===== src/rtl/dirq_pkg.sv =====
// Shared definitions for the device interrupt requester.
// Assumes a two-bit register select on the write port.
package dirq_pkg;
    localparam int unsigned REG_ADDR_W   = 2;
    localparam int unsigned CTRL_EN_BIT  = 0;
    localparam int unsigned CTRL_CLR_BIT = 1;

    typedef enum logic [REG_ADDR_W-1:0] {
        REG_CTRL  = 2'd0,
        REG_CODE  = 2'd1,
        REG_INFO  = 2'd2,
        REG_SPARE = 2'd3
    } reg_sel_e;
endpackage


===== src/rtl/dirq_regs.sv =====
// Write-only register file: enable bit, type code, information word,
// and a single-cycle software clear strobe for the pending request.
// Assumes WDATA_W is at least as wide as CODE_W, INFO_W and the control bits.
module dirq_regs
    import dirq_pkg::*;
#(
    parameter int unsigned CODE_W  = 8,
    parameter int unsigned INFO_W  = 16,
    parameter int unsigned WDATA_W = 16
) (
    input  logic                  clk,
    input  logic                  rst_n,
    input  logic                  wr_en,
    input  logic [REG_ADDR_W-1:0] wr_addr,
    input  logic [WDATA_W-1:0]    wr_data,
    output logic                  enable,
    output logic                  sw_clear,
    output logic [CODE_W-1:0]     code,
    output logic [INFO_W-1:0]     info
);
    reg_sel_e sel;
    logic     wr_ctrl;

    assign sel     = reg_sel_e'(wr_addr);
    assign wr_ctrl = wr_en && (sel == REG_CTRL);

    // Clear strobe: a control write with the clear bit set.
    assign sw_clear = wr_ctrl && wr_data[CTRL_CLR_BIT];

    // Enable bit holder.
    always_ff @(posedge clk) begin
        if (!rst_n) begin
            enable <= 1'b0;
        end else if (wr_ctrl) begin
            enable <= wr_data[CTRL_EN_BIT];
        end
    end

    // Type code holder.
    always_ff @(posedge clk) begin
        if (!rst_n) begin
            code <= '0;
        end else if (wr_en && (sel == REG_CODE)) begin
            code <= wr_data[CODE_W-1:0];
        end
    end

    // Information word holder.
    always_ff @(posedge clk) begin
        if (!rst_n) begin
            info <= '0;
        end else if (wr_en && (sel == REG_INFO)) begin
            info <= wr_data[INFO_W-1:0];
        end
    end
endmodule


===== src/rtl/dirq_req.sv =====
// Pending-request flag and request line drive.
// The flag is set by the device-ready event and cleared by an accepted
// acknowledge or a software clear; the set wins over a same-cycle clear.
// The line output only ever requests a pull-low.
module dirq_req (
    input  logic clk,
    input  logic rst_n,
    input  logic ready_evt,
    input  logic enable,
    input  logic accept,
    input  logic sw_clear,
    output logic pending,
    output logic line_low
);
    logic req_q;

    // Pending flag: set has priority over both clear sources.
    always_ff @(posedge clk) begin
        if (!rst_n) begin
            req_q <= 1'b0;
        end else if (ready_evt) begin
            req_q <= 1'b1;
        end else if (accept || sw_clear) begin
            req_q <= 1'b0;
        end
    end

    // Request is visible only while enabled.
    assign pending  = req_q && enable;
    assign line_low = pending;

    assert_ready_sets_R2: assert property (@(posedge clk) disable iff (!rst_n)
        ready_evt |=> req_q);

    assert_quiet_after_reset_R9: assert property (@(posedge clk) disable iff (!rst_n)
        $past(!rst_n) |-> !line_low);
endmodule


===== src/rtl/dirq_ack.sv =====
// Acknowledge responder: detects a rising acknowledge while the request is
// visible, captures the reply frame, and drives it until the acknowledge
// drops. Assumes iack is synchronous to clk.
module dirq_ack #(
    parameter int unsigned CODE_W = 8,
    parameter int unsigned INFO_W = 16,
    parameter int unsigned DATA_W = 32
) (
    input  logic              clk,
    input  logic              rst_n,
    input  logic              iack,
    input  logic              pending,
    input  logic [CODE_W-1:0] code,
    input  logic [INFO_W-1:0] info,
    output logic              accept,
    output logic              data_oe,
    output logic [DATA_W-1:0] data_out
);
    localparam int unsigned FRAME_W = CODE_W + INFO_W;
    localparam int unsigned PAD_W   = DATA_W - FRAME_W;

    logic              iack_q;
    logic              busy_q;
    logic [DATA_W-1:0] frame;
    logic [DATA_W-1:0] snap_q;

    // Frame layout: code low, info above, zero padding at the top.
    generate
        if (PAD_W > 0) begin : g_pad
            assign frame = {{PAD_W{1'b0}}, info, code};
        end else begin : g_nopad
            assign frame = {info, code};
        end
    endgenerate

    // Accept only a fresh rising acknowledge while idle and requesting.
    assign accept = iack && !iack_q && pending && !busy_q;

    // Previous acknowledge level; resets high so a held acknowledge is no edge.
    always_ff @(posedge clk) begin
        if (!rst_n) begin
            iack_q <= 1'b1;
        end else begin
            iack_q <= iack;
        end
    end

    // Answering state: entered on accept, left when acknowledge is low.
    always_ff @(posedge clk) begin
        if (!rst_n) begin
            busy_q <= 1'b0;
        end else if (accept) begin
            busy_q <= 1'b1;
        end else if (!iack) begin
            busy_q <= 1'b0;
        end
    end

    // Frame capture at acceptance.
    always_ff @(posedge clk) begin
        if (!rst_n) begin
            snap_q <= '0;
        end else if (accept) begin
            snap_q <= frame;
        end
    end

    assign data_oe  = busy_q;
    assign data_out = busy_q ? snap_q : '0;

    assert_reply_needs_iack_R5: assert property (@(posedge clk) disable iff (!rst_n)
        data_oe |-> $past(iack));

    assert_frame_steady_R4: assert property (@(posedge clk) disable iff (!rst_n)
        (data_oe && $past(data_oe)) |-> $stable(data_out));
endmodule


===== src/rtl/dev_irq_if.sv =====
// Device interrupt requester top: register port, pending request with
// line drive, and acknowledge reply on tri-state data pads
// (data_oe is the pad enable).
module dev_irq_if
    import dirq_pkg::*;
#(
    parameter int unsigned CODE_W  = 8,
    parameter int unsigned INFO_W  = 16,
    parameter int unsigned DATA_W  = 32,
    parameter int unsigned WDATA_W = 16
) (
    input  logic                  clk,
    input  logic                  rst_n,
    input  logic                  ready_evt,
    input  logic                  wr_en,
    input  logic [REG_ADDR_W-1:0] wr_addr,
    input  logic [WDATA_W-1:0]    wr_data,
    input  logic                  iack,
    output logic                  irq_drive_low,
    output logic                  data_oe,
    output logic [DATA_W-1:0]     data_out
);
    logic              enable;
    logic              sw_clear;
    logic              pending;
    logic              accept;
    logic [CODE_W-1:0] code;
    logic [INFO_W-1:0] info;

    dirq_regs #(.CODE_W(CODE_W), .INFO_W(INFO_W), .WDATA_W(WDATA_W)) u_regs (
        .clk(clk), .rst_n(rst_n), .wr_en(wr_en), .wr_addr(wr_addr),
        .wr_data(wr_data), .enable(enable), .sw_clear(sw_clear),
        .code(code), .info(info)
    );

    dirq_req u_req (
        .clk(clk), .rst_n(rst_n), .ready_evt(ready_evt), .enable(enable),
        .accept(accept), .sw_clear(sw_clear), .pending(pending),
        .line_low(irq_drive_low)
    );

    dirq_ack #(.CODE_W(CODE_W), .INFO_W(INFO_W), .DATA_W(DATA_W)) u_ack (
        .clk(clk), .rst_n(rst_n), .iack(iack), .pending(pending),
        .code(code), .info(info), .accept(accept),
        .data_oe(data_oe), .data_out(data_out)
    );

    assert_line_released_on_reply_R6: assert property (@(posedge clk) disable iff (!rst_n)
        ($rose(data_oe) && !$past(ready_evt)) |-> !irq_drive_low);
endmodule


===== config.mk =====
export PLATFORM = sky130hd
export DESIGN_NAME = dev_irq_if
export DESIGN_NICKNAME = d
export VERILOG_FILES = /design/src/rtl/dirq_pkg.sv /design/src/rtl/dirq_regs.sv /design/src/rtl/dirq_req.sv /design/src/rtl/dirq_ack.sv /design/src/rtl/dev_irq_if.sv
export SDC_FILE = /design/constraint.sdc
export NUM_CORES = 1
export LEC_CHECK = 0
export ABC_AREA = 1
export CAP_MARGIN = 20
export CORE_MARGIN = 2
export CORE_UTILIZATION = 52
export DETAILED_ROUTE_END_ITERATION = 16
export PLACE_DENSITY = 0.91
export SLEW_MARGIN = 20
export SYNTH_ARGS = -nofsm -noshare
export SYNTH_HDL_FRONTEND = slang
export SYNTH_SLANG_ARGS = --single-unit

===== constraint.sdc =====
create_clock -name clk -period 2.85 [get_ports clk]
set_clock_uncertainty 0.2 [all_clocks]
set_input_delay 0.57 -clock clk [delete_from_list [all_inputs] [get_ports clk]]
set_output_delay 0.57 -clock clk [all_outputs]
set_load 0.005 [all_outputs]

==> out/metrics.csv, run 1 <==
stage,metric,value,unit
status,status,"finished, final reports clean",
place,IO buf count,48,
grt,first-pass GRT wire length,8090,um
synth,Commonest cells post-synth,"nand2_1, dfxtp_1, a21oi_1, inv_1, nand4_1",
power_and_ir_drop,Pint,1.05,mW
sta,minimum clock period,2.53,ns
sta,setup TNS,0,ns
cts,CTS H-tree depth,2,
power_and_ir_drop,Switching Share,21.8,%
floorplan,num rows,23,
route,DR iter-0 viols,143,
critical_path,r2r setup slk,1.19,ns
synth,ys flop type,dfxtp_1,
sta,Worst-Margin Slew,0.565,ns
route,# DRC,0,
cts,Post-CTS Setup Bufs,0,
route,final wirelength,4730,um
critical_path,type of origin of the critical path,register,
power_and_ir_drop,Clock power frac,36.4,%
synth,Synth area leaders,"dfxtp_1, a21oi_1, nand2_1",
critical_path,WP data required,2.08,ns
sta,Slew headroom,62.1,%
cts,clk sink count,52,
critical_path,critical path class,reg2out,
synth,most frequent cell after synthesis,nand2_1,
place,Post-Place Cells,377,
flow_run,max-cap violations,0,
cts,CTS max path bufs,2,
cells_and_area,Area growth syn-to-layout,22.5,%
power_and_ir_drop,Power Dens Cells,487,nW/um^2
power_and_ir_drop,switching power,0.292,mW
critical_path,"critical path fanouts, max",19,
cells_and_area,antenna diode count,0,
sta,final worst setup slack,0.321,ns
cts,post-cts resize count,0,
route,routed len/inst,12.3,um
place,dpl ws,0.508,ns
cts,clock transition time at the flip-flop clock pins of the worst setup and hold paths,0.09,ns
synth,Post-Syn Area,2250,sq um
cts,# hold bufs at CTS,0,
synth,Syn Inst Count,294,
sta,fmax,0.395,GHz
cells_and_area,Final Net Count,357,
critical_path,"Slowest-stage cell, CP",dfxtp_1,
sta,final setup vio count,0,
critical_path,"CP delay by family, top",buffers and inverters,
grt,initial antenna violation count,0,
min_path,Hold Crit Class,reg2reg,
critical_path,"critical path, cell by cell",buf_4 -> nand2_1 -> inv_1 -> clkdlybuf4s50_1,
power_and_ir_drop,power share of the combinational group,7.1,%
route,drt first pass iters,4,
critical_path,critical path buffer and inverter count,3,
sta,Final Hold Viols,0,
floorplan,Die Area,4870,sq um
floorplan,core area,4090,sq um
cts,total CTS buffers,5,
synth,Synth cell types,23,
power_and_ir_drop,Reg power frac,56.4,%
grt,Tot GR Track Use,20.5,%
grt,GR Overflow Total,0,
synth,"area leader, netlist",dfxtp_1,
cells_and_area,Post-Layout Cell Count,385,
power_and_ir_drop,total design power,1.34,mW
synth,ys async rst share,0,%
floorplan,io pins,57,
cts,worst skew pair latency,0.30,ns
critical_path,Critical Path Sink Type,primary output,
synth,yosys warns,0,
synth,number of synthesized flops with an enable pin,0,
grt,vias in the first global route,1745,
cells_and_area,Finished Cell Area,2760,sq um
route,routed vias,1933,
cells_and_area,layout cell share with drive strength beyond 1,6.27,%
route,ANT nets after route,0,
grt,largest net degree at the start of global routing,33,
cts,CTS root buffer,clkbuf_8,
floorplan,Die Y,69.8,um
place,DP HPWL,3220,um
cells_and_area,multi-input logic area,861,sq um
cts,CTS tree,yes,
power_and_ir_drop,LEAKAGE,1.17,nW
power_and_ir_drop,maximum VDD drop,349,uV
sta,RSZ-0062 raised after global routing,false,
floorplan,Die Wd,69.8,um
cells_and_area,filler instances,346,
critical_path,CP max stage delay,0.54,ns
route,via density per instance,5.02,
cells_and_area,FF+latch area,1040,sq um
synth,Synth Register Bits,52,
critical_path,Worst Path Arrival,1.76,ns
synth,post-synthesis sequential area ratio,46.2,%
sta,Final Cycle Share,88.7,%
floorplan,starting density of the core,55.1,%
place,area post-placement,2650,sq um
synth,post-synth top area share,46.2,%
place,gpl congestion,0.736,
synth,Synth Area per Inst,7.66,sq um
sta,Max Slew Vio Count,0,
power groups by stage:
stage,clock [mW],sequential [mW],combinational (mW)
global placement,0,0.774,0.0918
global route,0.538,0.760,0.107
CTS,0.497,0.757,0.0954
floorplan,0,0.771,0.0605
detailed placement,0,0.774,0.0944
finish,0.490,0.758,0.0958
worst paths after layout:
path | endpoint | startpoint | cells after the start
setup / recovery | data_out[6] | u_ack.data_oe$_SDFFE_PN0P_ | 4
hold reg to reg | u_regs.info[10]$_SDFFE_PN0P_ | u_regs.info[10]$_SDFFE_PN0P_ | 2
hold / removal | u_regs.info[10]$_SDFFE_PN0P_ | u_regs.info[10]$_SDFFE_PN0P_ | 2
setup reg to reg | u_ack.snap_q[8]$_SDFFE_PN0P_ | u_req.req_q$_SDFFE_PN0P_ | 6
layout make-up:
cell class | count | area share [%]
Inverter | 46 | 6.35
Multi-Input combinational cell | 177 | 31.2
Clock buffer | 6 | 2.63
Clock inverter | 2 | 1.27
Sequential cell | 52 | 37.7
Timing Repair Buffer | 52 | 18.5
Tap cell | 50 | 2.27
through the flow:
stage / util [%] / hold slack, ns
global placement: 64.9 / 0.232
global route: 67.5 / 0.268
finish: 67.5 / 0.252
CTS: 67.5 / 0.251
detailed placement: 64.9 / 0.236
floorplan: - / 0.223
kinds of logic after synthesis:
family	Yosys count	share of synthesized area, %
flip-flops	52	46.2
other	1	0.167
AND/OR/NAND/NOR	102	21.8
buffers and inverters	72	16.7
AO/OA/AOI/OAI	67	15.1
sequential cells by signal, summed over array words and instances, names as in the netlist:
register and flops:
u_ack.snap_q 24, u_regs.enable 1, u_ack.data_oe 1, u_regs.code 8
u_ack.iack_q 1, u_req.req_q 1, u_regs.info 16
cells in the final DEF, fill, tap and decap left out, types with 8 or more instances in the layout:
| cell | count |
|---|---|
| a21oi_1 | 42 |
| clkdlybuf4s50_1 | 48 |
| nand4_1 | 24 |
| dfxtp_1 | 52 |
| nand2_1 | 54 |
| conb_1 | 8 |
| o21ai_0 | 19 |
| inv_1 | 41 |
| nor2_1 | 17 |
layer usage:
metal | vias to the layer above | part of all wire [%] | global-route usage (%) | wire length (um)
met5 | - | 0 | 0 | 0
met4 | 0 | 1.6 | 8.97 | 74
met2 | 52 | 47 | 31.6 | 2210
met3 | 8 | 5.1 | 3.49 | 240
li1 | 1005 | - | - | -
met1 | 868 | 47 | 28.2 | 2200
tightest hold or removal path: cells and delay by family (launching register included):
kind,cells,cell delay (ns)
compound gates,1,0.05
buf+inv,1,0.05
flops,1,0.32
(Power assumes the default switching activity.)
==> run 2, diff against run 1 <==
- CORE_UTILIZATION: 52 -> 55
- DONT_BUFFER_PORTS: not set -> 1
- GPL_ROUTABILITY_DRIVEN: not set -> 0
- PLACE_DENSITY: 0.91 -> 0.77
==> out/metrics.csv, run 2 (synthesis gave the netlist of run 1 again) <==
stage,metric,value,unit,change
status,status,"finished, final reports clean",,
cts,total CTS buffers,5,,unchanged
sta,final worst setup slack,0.703,ns,+0.382 ns
cells_and_area,Finished Cell Area,2240,sq um,-19%
grt,GR Overflow Total,0,,unchanged
cells_and_area,"most common cell after layout, fill and taps aside",nand2_1,,
route,drt first pass iters,4,,unchanged
cells_and_area,Area growth syn-to-layout,-0.445,%,
flow_run,max-cap violations,0,,unchanged
sta,RSZ-0062 raised after global routing,false,,
cts,worst skew pair latency,0.31,ns,about the same
cells_and_area,fin util,56.4,%,-11 points
floorplan,Die Wd,68.0,um,-2.6%
grt,GR Util met3,7.24,%,+3.7 points
min_path,Hold Crit Class,in2reg,,
sta,Final Cycle Share,75.3,%,-13 points
floorplan,num rows,23,,unchanged
route,via density per instance,5.08,,+1.3%
critical_path,WP data required,2.08,ns,about the same
sta,Max Slew Vio Count,0,,unchanged
route,routed len/inst,12.4,um,+0.75%
cells_and_area,"Most flops, register",u_ack.snap_q,,
grt,Tot GR Track Use,18.5,%,-2.1 points
sta,minimum clock period,2.15,ns,-0.382 ns
cts,clk sink count,52,,unchanged
grt,GRT met1 Usage,28.5,%,+0.29 points
grt,largest net degree at the start of global routing,33,,unchanged
grt,met2 global-route usage,22.7,%,-8.9 points
grt,initial antenna violation count,0,,unchanged
sta,Slew headroom,62.5,%,+0.43 points
cts,CTS root buffer,clkbuf_8,,
place,Post-Place Cells,326,,-14%
sta,Final Hold Viols,0,,unchanged
place,DP HPWL,2890,um,-10%
route,DR iter-0 viols,132,,-7.7%
sta,hold_ws,0.131,ns,-0.121 ns
floorplan,starting density of the core,56.7,%,+1.6 points
grt,vias in the first global route,1344,,-23%
cts,Post-CTS Setup Bufs,0,,unchanged
cells_and_area,Post-Layout Cell Count,334,,-13%
cts,CTS max path bufs,2,,unchanged
cells_and_area,Largest regs,"u_ack.snap_q: 24 flops, u_regs.info: 16 flops, u_regs.code: 8 flops",,
floorplan,Die Y,68.0,um,-2.6%
critical_path,critical path class,reg2out,,
place,IO buf count,0,,-100%
cts,CTS tree,yes,,
floorplan,core area,3970,sq um,-2.8%
cts,clock transition time at the flip-flop clock pins of the worst setup and hold paths,0.09,ns,about the same
critical_path,origin of the critical flop-to-flop path,u_regs.enable$_SDFFE_PN0P_,,
cells_and_area,antenna diode count,0,,unchanged
route,ANT nets after route,0,,unchanged
sta,Worst-Margin Slew,0.559,ns,-0.00635 ns
critical_path,"critical path fanouts, max",16,,-3
route,# DRC,0,,unchanged
cells_and_area,Final Net Count,306,,-14%
route,final wirelength,4140,um,-13%
cts,CTS H-tree depth,2,,unchanged
power_and_ir_drop,total design power,1.24,mW,-7.4%
critical_path,Worst Setup SP,u_ack.data_oe$_SDFFE_PN0P_,,
cts,# hold bufs at CTS,0,,unchanged
sta,setup TNS,0,ns,unchanged
route,routed vias,1698,,-12%
critical_path,type of origin of the critical path,register,,
critical_path,Worst Path Arrival,1.38,ns,-0.38 ns
power_and_ir_drop,maximum VDD drop,358,uV,+2.4%
cells_and_area,layout cell share with drive strength beyond 1,6.34,%,+0.069 points
sta,final setup vio count,0,,unchanged
cells_and_area,max reg flops,24,,unchanged
cts,post-cts resize count,0,,unchanged
min_path,min-delay src,rst_n,,
critical_path,Critical Path Sink Type,primary output,,
floorplan,io pins,57,,unchanged
place,area post-placement,2150,sq um,-19%
floorplan,Die Area,4620,sq um,-5.1%
sta,fmax,0.466,GHz,+18%
cells_and_area,"leading cell types in the layout, fill and taps excluded","nand2_1, dfxtp_1, a21oi_1",,
place,dpl ws,0.995,ns,+0.487 ns
power_and_ir_drop,LEAKAGE,0.970,nW,-17%
grt,Most Crowded Layer GR,met1,,
grt,first-pass GRT wire length,6330,um,-22%
power_and_ir_drop,Power Dens Cells,555,nW/um^2,+14%
-- run 2: area by class of cell --
| type | instances | area, sq um |
|---|---|---|
| fillers | 396 | 1730 |
| flip-flops and latches | 52 | 1040 |
| multi-input cells | 177 | 861 |
| inverters | 46 | 175 |
| clock buffers | 7 | 86.3 |
| well taps | 50 | 62.6 |
| clock inverters | 1 | 7.51 |
| repair buffers | 1 | 7.51 |
-- run 2: path summary, 6_finish.rpt --
path         cells past startpoint  slack [ns]                           end
max                              3        0.70                   data_out[5]
min                              1        0.13       u_ack.iack_q$_SDFF_PN1_
max reg2reg                      5        1.17      u_req.req_q$_SDFFE_PN0P_
min reg2reg                      2        0.24  u_regs.info[12]$_SDFFE_PN0P_
-- run 2: power by group --
group	leakage, nW	switching [mW]	total [mW]	internal, mW
logic	0.503	0.0357	0.0519	0.0162
clock network	0.0445	0.237	0.434	0.198
registers	0.423	0.0115	0.758	0.746
total	0.970	0.284	1.24	0.960
-- run 2: layer usage --
| metal | part of all wire, % | up-vias |
|---|---|---|
| li1 | - | 907 |
| met1 | 52 | 737 |
| met2 | 40 | 51 |
| met3 | 6.4 | 3 |
| met4 | 1.1 | 0 |
| met5 | 0 | - |
-- run 2: worst max-delay path, stage by stage, from the launching register on --
cell and delay [ns]:
dfxtp_1 0.63, buf_4 0.29, nand2_1 0.08, inv_1 0.07
